[config.mk]
export PLATFORM = sky130hd
export DESIGN_NAME = modem_flow_ctrl
export DESIGN_NICKNAME = d
export VERILOG_FILES = /design/src/rtl/mfc_pkg.sv /design/src/rtl/mfc_rts_hyst.sv /design/src/rtl/mfc_cts_gate.sv /design/src/rtl/modem_flow_ctrl.sv
export SDC_FILE = /design/constraint.sdc
export NUM_CORES = 1
export LEC_CHECK = 0
export ABC_CLOCK_PERIOD_IN_PS = 5200
export CORE_AREA = 2 2 39 41
export DETAILED_ROUTE_END_ITERATION = 12
export DIE_AREA = 0 0 41 43
export PLACE_DENSITY = 0.69
export SETUP_SLACK_MARGIN = 0.15
export SYNTH_ARGS = -nofsm -noshare
export SYNTH_HDL_FRONTEND = slang
export SYNTH_SLANG_ARGS = --single-unit
[constraint.sdc]
create_clock -name clk -period 5.2 [get_ports clk]
set_clock_uncertainty 0.05 [all_clocks]
set_input_delay 1.56 -clock clk [delete_from_list [all_inputs] [get_ports clk]]
set_output_delay 1.56 -clock clk [all_outputs]
set_load 0.05 [all_outputs]
[src/rtl/mfc_pkg.sv]
package mfc_pkg;

  // Hysteresis step: a zero halt field keeps the line active; otherwise the
  // held state is entered at the halt level and kept above the resume level.
  function automatic logic next_hold(input logic held, input logic halt_on,
                                     input logic at_halt, input logic over_resume);
    if (!halt_on) return 1'b0;
    return held ? over_resume : at_halt;
  endfunction

  // Active-to-inactive detection for an active-low line.
  function automatic logic goes_inactive(input logic now_n, input logic next_n);
    return next_n & ~now_n;
  endfunction

endpackage

[src/rtl/mfc_rts_hyst.sv]
module mfc_rts_hyst #(
  parameter int LEVEL_W    = 7,
  parameter int THR_W      = 4,
  parameter int UNIT_SHIFT = 2
) (
  input  logic               clk,
  input  logic               rst_n,
  input  logic [LEVEL_W-1:0] rx_level,
  input  logic [THR_W-1:0]   thr_halt,
  input  logic [THR_W-1:0]   thr_resume,
  input  logic               auto_en,
  input  logic               manual,
  output logic               rts_n,
  output logic               rts_rise
);
  import mfc_pkg::*;

  logic [LEVEL_W-1:0] halt_lvl;
  logic [LEVEL_W-1:0] resume_lvl;
  logic               held_q, held_d;
  logic               rts_n_q, rts_n_d;

  assign halt_lvl   = LEVEL_W'(thr_halt) << UNIT_SHIFT;
  assign resume_lvl = LEVEL_W'(thr_resume) << UNIT_SHIFT;

  assign held_d  = next_hold(held_q, thr_halt != '0,
                             rx_level >= halt_lvl, rx_level > resume_lvl);
  assign rts_n_d = auto_en ? held_d : ~manual;
  assign rts_rise = goes_inactive(rts_n_q, rts_n_d);

  always_ff @(posedge clk) begin
    if (!rst_n) begin
      held_q  <= 1'b0;
      rts_n_q <= 1'b1;
    end else begin
      held_q  <= held_d;
      rts_n_q <= rts_n_d;
    end
  end

  assign rts_n = rts_n_q;
endmodule

[src/rtl/mfc_cts_gate.sv]
module mfc_cts_gate #(
  parameter int SYNC_STAGES = 2
) (
  input  logic clk,
  input  logic rst_n,
  input  logic cts_n_async,
  input  logic auto_en,
  input  logic tx_busy,
  input  logic tx_mid_stop,
  output logic cts_sync,
  output logic cts_rise,
  output logic tx_permit
);
  import mfc_pkg::*;

  localparam int LAST = SYNC_STAGES - 1;

  logic [SYNC_STAGES-1:0] sync_q;
  logic                   go_q;

  generate
    for (genvar s = 0; s < SYNC_STAGES; s++) begin : g_sync
      if (s == 0) begin : g_first
        always_ff @(posedge clk) begin
          if (!rst_n) sync_q[s] <= 1'b1;
          else        sync_q[s] <= cts_n_async;
        end
      end else begin : g_next
        always_ff @(posedge clk) begin
          if (!rst_n) sync_q[s] <= 1'b1;
          else        sync_q[s] <= sync_q[s-1];
        end
      end
    end
  endgenerate

  assign cts_sync = sync_q[LAST];
  assign cts_rise = goes_inactive(sync_q[LAST], sync_q[LAST-1]);

  // Decision point: continuously while idle, only at mid-stop while busy.
  always_ff @(posedge clk) begin
    if (!rst_n)                      go_q <= 1'b0;
    else if (!tx_busy || tx_mid_stop) go_q <= ~cts_sync;
  end

  assign tx_permit = ~auto_en | go_q;
endmodule

[src/rtl/modem_flow_ctrl.sv]
module modem_flow_ctrl #(
  parameter int LEVEL_W     = 7,
  parameter int THR_W       = 4,
  parameter int UNIT_SHIFT  = 2,
  parameter int SYNC_STAGES = 2
) (
  input  logic               clk,
  input  logic               rst_n,
  input  logic [LEVEL_W-1:0] rx_level,
  input  logic [THR_W-1:0]   thr_halt,
  input  logic [THR_W-1:0]   thr_resume,
  input  logic               auto_rts_en,
  input  logic               auto_cts_en,
  input  logic               rts_manual,
  input  logic               cts_n_async,
  input  logic               tx_busy,
  input  logic               tx_mid_stop,
  output logic               rts_n,
  output logic               tx_permit,
  output logic               flow_evt
);
  logic rts_rise;
  logic cts_rise;
  logic cts_sync;
  logic evt_q;

  mfc_rts_hyst #(.LEVEL_W(LEVEL_W), .THR_W(THR_W), .UNIT_SHIFT(UNIT_SHIFT)) u_rts (
    .clk(clk), .rst_n(rst_n), .rx_level(rx_level), .thr_halt(thr_halt),
    .thr_resume(thr_resume), .auto_en(auto_rts_en), .manual(rts_manual),
    .rts_n(rts_n), .rts_rise(rts_rise)
  );

  mfc_cts_gate #(.SYNC_STAGES(SYNC_STAGES)) u_cts (
    .clk(clk), .rst_n(rst_n), .cts_n_async(cts_n_async), .auto_en(auto_cts_en),
    .tx_busy(tx_busy), .tx_mid_stop(tx_mid_stop), .cts_sync(cts_sync),
    .cts_rise(cts_rise), .tx_permit(tx_permit)
  );

  always_ff @(posedge clk) begin
    if (!rst_n) evt_q <= 1'b0;
    else        evt_q <= rts_rise | cts_rise;
  end

  assign flow_evt = evt_q;
endmodule

==> metrics <==
status=finished clean; vias in the first global route=approximately 440; num rows=14; Skew-Pair Late Insertion Delay=roughly 240 ps; overall routed net length=between 1000 and 1500 um; Critical Setup Path Class=in2out; Clock transition at path regs=approximately 40 ps; # DRC=0; Clk Tree Root Cell=clkbuf_4; share of the synthesized area in the top cell type=between 20% and 30%; nature of the critical path endpoint=output pin; total number of vias=445; antenna violations before repair=0; Sink Count=6; Final nets=about 110; drt wl/cell=between 10 and 15 um; post-route ant nets=0; min-delay worst type=reg2reg; Cell Chain, Critical Path=clkdlybuf4s50_1, nand2b_1, clkdlybuf4s50_1; IO buf count=25; CTS Buffer Depth=2; Post-Syn Area per Cell=between 9 and 10 um2; Die Span Y=43 um; dpl hpwl=between 800 and 900 um; Fin. Hold Viols=0; CTS tree=yes; CP required=3590 ps; Max Slew Vio Count=0; Max Clock Freq=approximately 230 MHz; CTS H-tree depth=1; Synth-to-Final Area Change=66.7%; Post-DP Area=709 um2; Initial Util=31.7%; CP Max Fanout=1; Seq/Total Area, Yosys=a little over a quarter; Die Area=1760 um2; Warnings, synthesis=0; cells taking the most area after synthesis=dfxtp_1 (27%), ha_1 (23%), a21o_1 (6.8%), inv_1 (6.8%), nand2b_1 (5.7%); cts bufs inserted=3; M3 GR Usage=roughly 3.1%; largest net degree at the start of global routing=8; synth unique cells=19; vias per inst=between 4 and 5; crit path buf inv count=2; Top Usage Layer GRT=met2; Antenna Cells=0; Synth Cell Area=439 um2; M1 GR Usage=between 10 and 15%; gp weighted congestion=slightly below 0.6; unrepaired setup endpoints after global routing=no; Peak VDD IR=107 uV; DRT iter0 DRCs=1; post-CTS setup buffer count=0; relative slew slack=62.5%; post-layout min period=about 4400 ps; Layout Utilization=between 50% and 60%; most used cell, CP=clkdlybuf4s50_1; GRT Resource Usage Total=13.3%; worst-margin pin slew=between 500 and 600 ps; PD cells=192 nW/um2; die width=41 um; Leak=between 0.3 and 0.4 nW; Fin Setup TNS=0 ps; max incr delay on CP=800 ps; num ports=26; core footprint=1380 um2; post-cts hold buffer count=0; first-pass GRT wire length=between 1500 and 2000 um; worst setup margin=slightly below 800 ps; drt pass-1 iters=2; CP delay by family, top=buffers and inverters; Arr. time, crit path=between 2000 and 3000 ps; Fin Hold WS=about 370 ps; layout cell share with drive strength beyond 1=5.33%; pre-CTS setup slack=775 ps; grt total ovfl=0; max-cap violations=0; Slowest cell on crit path=clkdlybuf4s50_1; Post-CTS Resized=0; post-route cell area=approximately 730 um2; Yosys reg bits=6; cell taking the most area after synthesis=dfxtp_1; fin crit share=between 80% and 90%; CP Launch Type=primary input; M2 GR Usage=a little under a quarter; Mapped Nets=just under 80; Post-Syn Instances=47; # setup viols final=0
[path summary, 6_finish.rpt]
kind                                 startpoint        endpoint  slack, ps  cells past startpoint
worst max-delay path                auto_cts_en       tx_permit        770                      3
worst min-delay path            u_cts.sync_q[0]  u_cts.cts_sync        370                      2
worst max register to register     u_rts.held_q        flow_evt       3790                      3
worst min register to register  u_cts.sync_q[0]  u_cts.cts_sync        370                      2
[stage by stage]
| step | instances | power (W) |
|---|---|---|
| floorplan | 47 | 0.0000737 |
| global placement | 88 | 0.0000986 |
| detailed placement | 88 | 0.0000990 |
| CTS | 91 | 0.000143 |
| global route | 91 | 0.000151 |
| finish | 91 | 0.000140 |
[registers in the layout, summed over array words and instances (netlist names)]
| register | count |
|---|---|
| flow_evt | 1 |
| u_cts.sync_q | 1 |
| u_cts.go_q | 1 |
| u_cts.cts_sync | 1 |
| u_rts.rts_n | 1 |
| u_rts.held_q | 1 |
[layer usage]
| layer | up-vias | part of all wire, % |
|---|---|---|
| li1 | 232 | - |
| met1 | 191 | 40 |
| met2 | 22 | 47 |
| met3 | 0 | 12 |
| met4 | 0 | 0 |
| met5 | - | 0 |
[power by group]
part           leakage (nW)  internal [W]  switching (W)
Sequential           0.0498     0.0000494     0.00000143
Clock                0.0138     0.0000261      0.0000161
Combinational         0.289     0.0000274      0.0000199
[layout by cell type (no fill, tap or decap)]
cell / netlist / layout
o32ai_1: 1 / 1
ha_1: 8 / 8
dfxtp_1: 6 / 6
nand4b_1: 1 / 1
a21o_1: 4 / 4
nand2_1: 2 / 2
and2_1: 1 / 1
and4b_1: 1 / 1
a2111oi_2: 1 / 1
a22o_1: 1 / 1
nand4_1: 1 / 1
nand2b_1: 4 / 4
nor4_1: 2 / 2
a2111oi_0: 2 / 2
o211a_1: 1 / 1
clkbuf_4: 0 / 3
clkdlybuf4s50_1: 0 / 25
o21ai_0: 1 / 1
and3b_1: 1 / 1
or3b_1: 1 / 1
inv_1: 8 / 8
[cells by family (layout without fill, tap and decap cells)]
group,after synthesis,in the layout,synth area share (%)
simple gates,14,14,21.4
buf+inv,8,36,6.84
compound gates,11,11,21.7
fa+ha+maj,8,8,22.8
flops,6,6,27.4
[cell type report]
type	instances	area, um2
sequential	6	120
timing repair buffer	25	250
fill	134	652
inverter	8	30.0
multi-input combinational	33	289
clock buffer	3	22.5
tap	16	20.0
[worst reg2reg max path, stage by stage, from the launching register on]
cell       delay (ps)
dfxtp_1           300
a2111oi_0         530
a2111oi_2         180
a22o_1            240
[synth_stat cells, drive strengths merged]
cell type / instances
a22o: 1
and3b: 1
o211a: 1
and2: 1
nor4: 2
o32ai: 1
dfxtp: 6
and4b: 1
nand4: 1
inv: 8
ha: 8
or3b: 1
nand2: 2
nand4b: 1
a21o: 4
a2111oi: 3
nand2b: 4
o21ai: 1
Note: power is estimated with default switching activity, not from simulation.
